==> config.mk <==
export PLATFORM = sky130hd
export DESIGN_NAME = rtc_window_decoder
export DESIGN_NICKNAME = d
export VERILOG_FILES = /design/src/rtl/rtcdec_pkg.sv /design/src/rtl/rtcdec_rst_sync.sv /design/src/rtl/rtcdec_match.sv /design/src/rtl/rtcdec_gate.sv /design/src/rtl/rtcdec_strobe.sv /design/src/rtl/rtc_window_decoder.sv
export SDC_FILE = /design/constraint.sdc
export NUM_CORES = 1
export LEC_CHECK = 0
export BUFFER_PORTS_ARGS = -buffer_cell sky130_fd_sc_hd__buf_2
export CAP_MARGIN = 30
export CELL_PAD_IN_SITES_DETAIL_PLACEMENT = 1
export CELL_PAD_IN_SITES_GLOBAL_PLACEMENT = 1
export CORE_AREA = 2 2 44 46
export CTS_CLUSTER_SIZE = 16
export DETAILED_ROUTE_END_ITERATION = 8
export DIE_AREA = 0 0 46 48
export GPL_TIMING_DRIVEN = 0
export PLACE_DENSITY = 0.76
export SYNTH_ARGS = -nofsm -noshare
export SYNTH_HDL_FRONTEND = slang
export SYNTH_SLANG_ARGS = --single-unit
==> constraint.sdc <==
create_clock -name clk -period 0.8 [get_ports clk]
set_input_delay 0.16 -clock clk [delete_from_list [all_inputs] [get_ports clk]]
set_output_delay 0.16 -clock clk [all_outputs]
set_load 0.05 [all_outputs]
==> src/rtl/rtcdec_pkg.sv <==
package rtcdec_pkg;
  parameter int ADDR_W      = 19;
  parameter int IDX_W       = 4;
  parameter int SYNC_STAGES = 2;
  localparam int TAG_W      = ADDR_W - IDX_W;
endpackage

==> src/rtl/rtcdec_rst_sync.sv <==
module rtcdec_rst_sync #(
  parameter int STAGES = 2
) (
  input  logic clk,
  input  logic arst_n,
  output logic rst_sync_n
);
  logic [STAGES-1:0] chain_q;
  logic [STAGES-1:0] chain_d;

  always_comb begin
    chain_d = {chain_q[STAGES-2:0], 1'b1};
  end

  always_ff @(posedge clk or negedge arst_n) begin
    if (!arst_n) chain_q <= '0;
    else         chain_q <= chain_d;
  end

  assign rst_sync_n = chain_q[STAGES-1];
endmodule

==> src/rtl/rtcdec_match.sv <==
module rtcdec_match #(
  parameter int ADDR_W = 19,
  parameter int IDX_W  = 4
) (
  input  logic [ADDR_W-1:0] addr,
  output logic              in_win,
  output logic [IDX_W-1:0]  idx
);
  localparam int TAG_W = ADDR_W - IDX_W;
  logic [TAG_W-1:0] tag_hit;

  for (genvar b = 0; b < TAG_W; b++) begin : g_tag
    assign tag_hit[b] = addr[IDX_W + b];
  end

  assign in_win = &tag_hit;
  assign idx    = addr[IDX_W-1:0];
endmodule

==> src/rtl/rtcdec_gate.sv <==
module rtcdec_gate #(
  parameter int IDX_W = 4
) (
  input  logic             clk,
  input  logic             rst_n,
  input  logic             allow,
  input  logic             in_win,
  input  logic [IDX_W-1:0] idx_in,
  input  logic             host_ce_n,
  input  logic             host_oe_n,
  input  logic             host_we_n,
  output logic             sram_ce_n,
  output logic             sram_oe_n,
  output logic             dq_oe,
  output logic [IDX_W-1:0] reg_idx
);
  logic             ce_d, oe_d, drv_d, idx_en;
  logic [IDX_W-1:0] idx_d;

  always_comb begin
    ce_d   = !allow || in_win || host_ce_n;
    oe_d   = !allow || host_oe_n;
    drv_d  = allow && in_win && !host_ce_n && !host_oe_n && host_we_n;
    idx_en = allow && in_win;
    idx_d  = idx_en ? idx_in : reg_idx;
  end

  always_ff @(posedge clk or negedge rst_n) begin
    if (!rst_n) begin
      sram_ce_n <= 1'b1;
      sram_oe_n <= 1'b1;
      dq_oe     <= 1'b0;
      reg_idx   <= '0;
    end else begin
      sram_ce_n <= ce_d;
      sram_oe_n <= oe_d;
      dq_oe     <= drv_d;
      reg_idx   <= idx_d;
    end
  end

  p_ce_window_r3: assert property (@(posedge clk) disable iff (!rst_n)
    !sram_ce_n |-> $past(!in_win && allow && !host_ce_n));
  p_gate_r7: assert property (@(posedge clk) disable iff (!rst_n)
    !$past(allow) |-> (sram_ce_n && sram_oe_n && !dq_oe));
  p_drive_deselect_r5: assert property (@(posedge clk) disable iff (!rst_n)
    dq_oe |-> sram_ce_n);
  p_oe_follow_r4: assert property (@(posedge clk) disable iff (!rst_n)
    ($past(rst_n) && $past(allow)) |-> (sram_oe_n == $past(host_oe_n)));
endmodule

==> src/rtl/rtcdec_strobe.sv <==
module rtcdec_strobe (
  input  logic clk,
  input  logic rst_n,
  input  logic wr_cond,
  output logic reg_wr
);
  logic cond_q;
  logic wr_d;

  always_comb begin
    wr_d = wr_cond && !cond_q;
  end

  always_ff @(posedge clk or negedge rst_n) begin
    if (!rst_n) begin
      cond_q <= 1'b0;
      reg_wr <= 1'b0;
    end else begin
      cond_q <= wr_cond;
      reg_wr <= wr_d;
    end
  end

  p_pulse_r9: assert property (@(posedge clk) disable iff (!rst_n)
    reg_wr |=> !reg_wr);
endmodule

==> src/rtl/rtc_window_decoder.sv <==
module rtc_window_decoder
  import rtcdec_pkg::*;
(
  input  logic              clk,
  input  logic              rst_n,
  input  logic [ADDR_W-1:0] host_addr,
  input  logic              host_ce_n,
  input  logic              host_oe_n,
  input  logic              host_we_n,
  input  logic              pwr_good,
  input  logic              por_n,
  output logic              sram_ce_n,
  output logic              sram_oe_n,
  output logic [IDX_W-1:0]  reg_idx,
  output logic              reg_wr,
  output logic              dq_oe
);
  logic             rst_i;
  logic             in_win;
  logic [IDX_W-1:0] idx_c;
  logic             allow;
  logic             wr_cond;

  rtcdec_rst_sync #(.STAGES(SYNC_STAGES)) u_sync (
    .clk(clk), .arst_n(rst_n), .rst_sync_n(rst_i)
  );

  rtcdec_match #(.ADDR_W(ADDR_W), .IDX_W(IDX_W)) u_match (
    .addr(host_addr), .in_win(in_win), .idx(idx_c)
  );

  assign allow   = pwr_good && por_n;
  assign wr_cond = allow && in_win && !host_ce_n && !host_we_n;

  rtcdec_gate #(.IDX_W(IDX_W)) u_gate (
    .clk(clk), .rst_n(rst_i), .allow(allow), .in_win(in_win),
    .idx_in(idx_c), .host_ce_n(host_ce_n), .host_oe_n(host_oe_n),
    .host_we_n(host_we_n), .sram_ce_n(sram_ce_n), .sram_oe_n(sram_oe_n),
    .dq_oe(dq_oe), .reg_idx(reg_idx)
  );

  rtcdec_strobe u_strobe (
    .clk(clk), .rst_n(rst_i), .wr_cond(wr_cond), .reg_wr(reg_wr)
  );

  p_wr_nodrive_r8: assert property (@(posedge clk) disable iff (!rst_i)
    reg_wr |-> !dq_oe);
  p_wr_window_r6: assert property (@(posedge clk) disable iff (!rst_i)
    reg_wr |-> $past(in_win && allow));
endmodule

After elaboration in Yosys (flattened, before gate mapping)
Index checks and enable logic that the tools add are counted.
{"block": "classes", "reduce_logical": 16}
{"op": "$reduce_and A15 Y1", "n": 1}
{"op": "$logic_and A1 B1 Y1", "n": 7}
{"op": "$logic_not A1 Y1", "n": 5}
{"op": "$logic_or A1 B1 Y1", "n": 3}
{"block": "totals", "reg_bits": 11, "in_bits": 26, "output_inout_bits": 8, "wordCells": 23}

Depth between registers and ports, before layout
{"block": "depth", "depth_word": 5, "mapped_depth": 4, "depth_no_buf": 4}

Hierarchy
From an unflattened synthesis, not the netlist that was laid out.
{"block": "hier_totals", "cells_unflattened": 33, "area_unflattened_um2": 456.7}
{"module": "rtcdec_gate", "n_inst": 1, "cells_per_inst": 15, "area_each_um2": 254.0, "seq_area_each_um2": 177.7}
{"module": "rtcdec_match", "n_inst": 1, "cells_per_inst": 9, "area_each_um2": 66.3, "seq_area_each_um2": 0.0}
{"module": "rtcdec_strobe", "n_inst": 1, "cells_per_inst": 3, "area_each_um2": 63.8, "seq_area_each_um2": 50.0}
{"module": "rtcdec_rst_sync", "n_inst": 1, "cells_per_inst": 3, "area_each_um2": 53.8, "seq_area_each_um2": 50.0}
{"module": "rtc_window_decoder", "n_inst": 1, "cells_per_inst": 3, "area_each_um2": 18.8, "seq_area_each_um2": 0.0}

Worst setup path after synthesis
Ideal clock, no wire load.
{"block": "synth_timing", "kind": "input to register", "from": "input port host_addr[8]", "to": "register u_gate.reg_idx[0]", "setup_time_ns": 0.128, "arrival_time_ns": 1.084, "required_ns": 0.672, "slack_ns": -0.412, "cell_stages": 4, "path_buffers": 0, "cell_sequence": "nand4_1 > nor4_2 > nand3_2 > mux2_1"}
{"block": "synth_between", "elab_chain_cells": 2}
{"element": "start: declaration", "line_no": "rtc_window_decoder.sv:6", "text": "input logic [ADDR_W-1:0] host_addr,"}
{"element": "$reduce_and A15 Y1", "line_no": "rtcdec_match.sv:16", "text": "assign in_win = &tag_hit;"}
{"element": "$logic_and A1 B1 Y1", "line_no": "rtcdec_gate.sv:24", "text": "idx_en = allow && in_win;"}
{"element": "end signal: assignment", "line_no": "rtcdec_gate.sv:38", "text": "reg_idx <= idx_d;"}
{"element": "end: declaration", "line_no": "rtcdec_gate.sv:15", "text": "output logic [IDX_W-1:0] reg_idx"}
Every way passes these cells.
A chain may end at the register's enable or synchronous reset.

Final worst setup path
{"block": "layout_timing", "from": "register u_gate.sram_oe_n", "to": "output port sram_oe_n"}
{"element": "start: declaration", "line_no": "rtcdec_gate.sv:13", "text": "output logic sram_oe_n,"}
{"element": "start signal: assignment", "line_no": "rtcdec_gate.sv:31", "text": "sram_oe_n <= 1'b1;"}
{"element": "start signal: assignment", "line_no": "rtcdec_gate.sv:36", "text": "sram_oe_n <= oe_d;"}
{"element": "end: declaration", "line_no": "rtc_window_decoder.sv:13", "text": "output logic sram_oe_n,"}
No word-level cell between the ends.

==> flow_metrics.tcl <==
set metrics [dict create \
    cts_buffer_depth 2 \
    rsz0062_at_grt "yes" \
    htreeDepth 1 \
    cts.sinks 11 \
    drive_gt1_share_pct 73.91 \
    pwr_density_cell_mw_per_mm2 1341 \
    grt_pass1_wl_mm 1.704 \
    syn_nets 56 \
    path_cells "buf_8" \
    rows 15 \
    finalHoldViolations 0 \
    grt_antenna_before_repair 0 \
    synthCells 30 \
    syn-mean-instance-area_um2 14.10 \
    crit_type "flip-flop to primary output" \
    cts_tree "yes" \
    cpLargestDelayFamily "flip-flops" \
    worstHoldPathCells 2 \
    cp.arrival_ns 0.93 \
    num_io_pins 34 \
    detail_route.vias_per_cell 4.570 \
    seq_area_frac_synth_pct 65.68 \
    min_path_type "input port to flip-flop" \
    num_vias 393 \
    layout.cells.non_filler 86 \
    setup_ws_ns -0.2916 \
    numCtsBuffers 3 \
    cp.depth 1 \
    cp-start-kind "flip-flop" \
    grt_max_degree 10 \
    synth_cell_type_count 16 \
    status "finished with violations" \
    clkTransAtPathRegs_ns 0.06 \
    hpwl_um 891.1 \
    area_growth_pct 88.76 \
    port_buffers 33 \
    ant_nets 0 \
    dieArea_mm2 0.002208 \
    maxSlewViolCount 0 \
    gp_congestion 0.6566 \
    synth.cell_area_um2 422.9 \
    drtPass1Iterations 1 \
    yosys_warnings 0 \
    peakVddDrop_uv 590.2 \
    grt_pass1_vias 435 \
    crit_buf_inv 1 \
    final_common_cell "buf_2" \
    power.total_mw 1.070 \
    drtIter0Drc 0 \
    final_cell_mix "buf_2, buf_6, dfrtp_1" \
    start_util_pct 25.04 \
    clock_skew_ns 0.0008792 \
    cts_root_buffer "clkbuf_4" \
    final_nets 96 \
    setup_viol 15 \
    die_h_um 48 \
    synth_seq_cells 11 \
    cp_max_fo 1 \
    required_ns 0.64 \
    clk-insertion-delay-late_ns 0.25 \
    max_freq_ghz 0.9161 \
    finalCritPeriodShare_pct 136.5 \
    r2r_cells 2 \
    violations "negative setup slack" \
    drv_cap 0 \
    cpPeakStageDelay_ns 0.54 \
    cp-end-kind "primary output" \
    die_w_um 46 \
    critPathSlowestCell "dfstp_2" \
    grt_usage_pct 11.35 \
    finalWirelength_mm 1.060 \
    grt.overflow.total 0 \
    wl_per_cell_um 12.33 \
    period_needed_ns 1.092 \
    core_area_mm2 0.001689 \
    drc 0 \
    diodes 0 \
    p_leak_nw 0.4019 \
    place_inst 80 \
]
## final timing paths
| check | slack, ns | to | from |
|---|---|---|---|
| min in group asynchronous | 0.14 | u_gate.reg_idx[2] | u_sync.chain_q[1] |
| max reg2reg | -0.08 | u_gate.reg_idx[2] | u_gate.reg_idx[2] |
| max in group asynchronous | 0.36 | u_gate.sram_ce_n | u_sync.chain_q[1] |
| max | -0.29 | sram_oe_n | u_gate.sram_oe_n |
| min reg2reg | 0.14 | u_gate.reg_idx[2] | u_sync.chain_q[1] |
| min | 0.1 | u_strobe.reg_wr | host_we_n |
## metrics by stage
step           setup TNS (ns)  instance area (um^2)  hold slack (ns)  util (%)  setup WS [ns]
2_1_floorplan          -1.917                 460.4          -0.1356         -        -0.3695
3_3_place_gp           -3.553                 646.9         -0.05394     38.30        -0.5676
3_5_place_dp           -3.967                 646.9         -0.04793     38.30        -0.6260
4_1_cts                -3.058                 780.7          0.09482     46.22        -0.2963
5_1_grt                -3.766                 798.3           0.1050     47.26        -0.3569
6_report               -2.902                 798.3          0.09734     47.26        -0.2916
## where the power goes
part,leakage (nW),switching [mW],internal (mW)
clock network,0.0150,0.159,0.192
registers,0.142,0.0114,0.568
logic,0.245,0.0580,0.0813
total,0.402,0.229,0.842
## cell families after synthesis
family / after synthesis / synth area share, %
and+or+nand+nor: 13 / 21.89
DFF: 11 / 65.68
muxes: 4 / 10.65
buffers and inverters: 1 / 0.8867
other: 1 / 0.8867
## flip-flops by register name (all words and copies together) (netlist names)
signal	count
u_gate.dq_oe	1
u_gate.reg_idx	4
u_gate.sram_ce_n	1
u_gate.sram_oe_n	1
u_strobe.cond_q	1
u_strobe.reg_wr	1
u_sync.chain_q	2
## routing by layer
layer	share of wire, %	global-route usage, %
met2	55	20.28
met1	33	11.44
met5	0	0
met3	12	4.906
met4	0	5.143
## final cells by class
cell class | count | area, um^2
fill | 198 | 890.9
timing repair buffer | 35 | 271.5
clock buffer | 4 | 26.28
inverter | 1 | 3.754
sequential | 11 | 277.8
multi-input combinational | 18 | 197.7
tap | 17 | 21.27
## synth_stat cells
cell type	instances	area [um^2]
conb_1	1	3.750
dfrtp_1	9	225.2
dfstp_2	2	52.55
inv_1	1	3.750
mux2_1	4	45.04
nand2_1	1	3.750
nand2b_1	1	6.260
nand3_1	1	5.000
nand3_2	1	10.01
nand4_1	2	12.51
nand4_2	1	12.51
nor3_1	2	10.01
nor4_1	1	6.260
nor4_2	1	12.51
or2_2	1	6.260
or3_2	1	7.510
## repair_timing
item,in CTS,in global routing
hold buffers,1,0
setup buffers,1,0
resized for setup,23,3
hold endpoints to repair,2,0
setup endpoints to repair,15,15
pin swaps,3,1
Power figures use the tool's default switching activity.
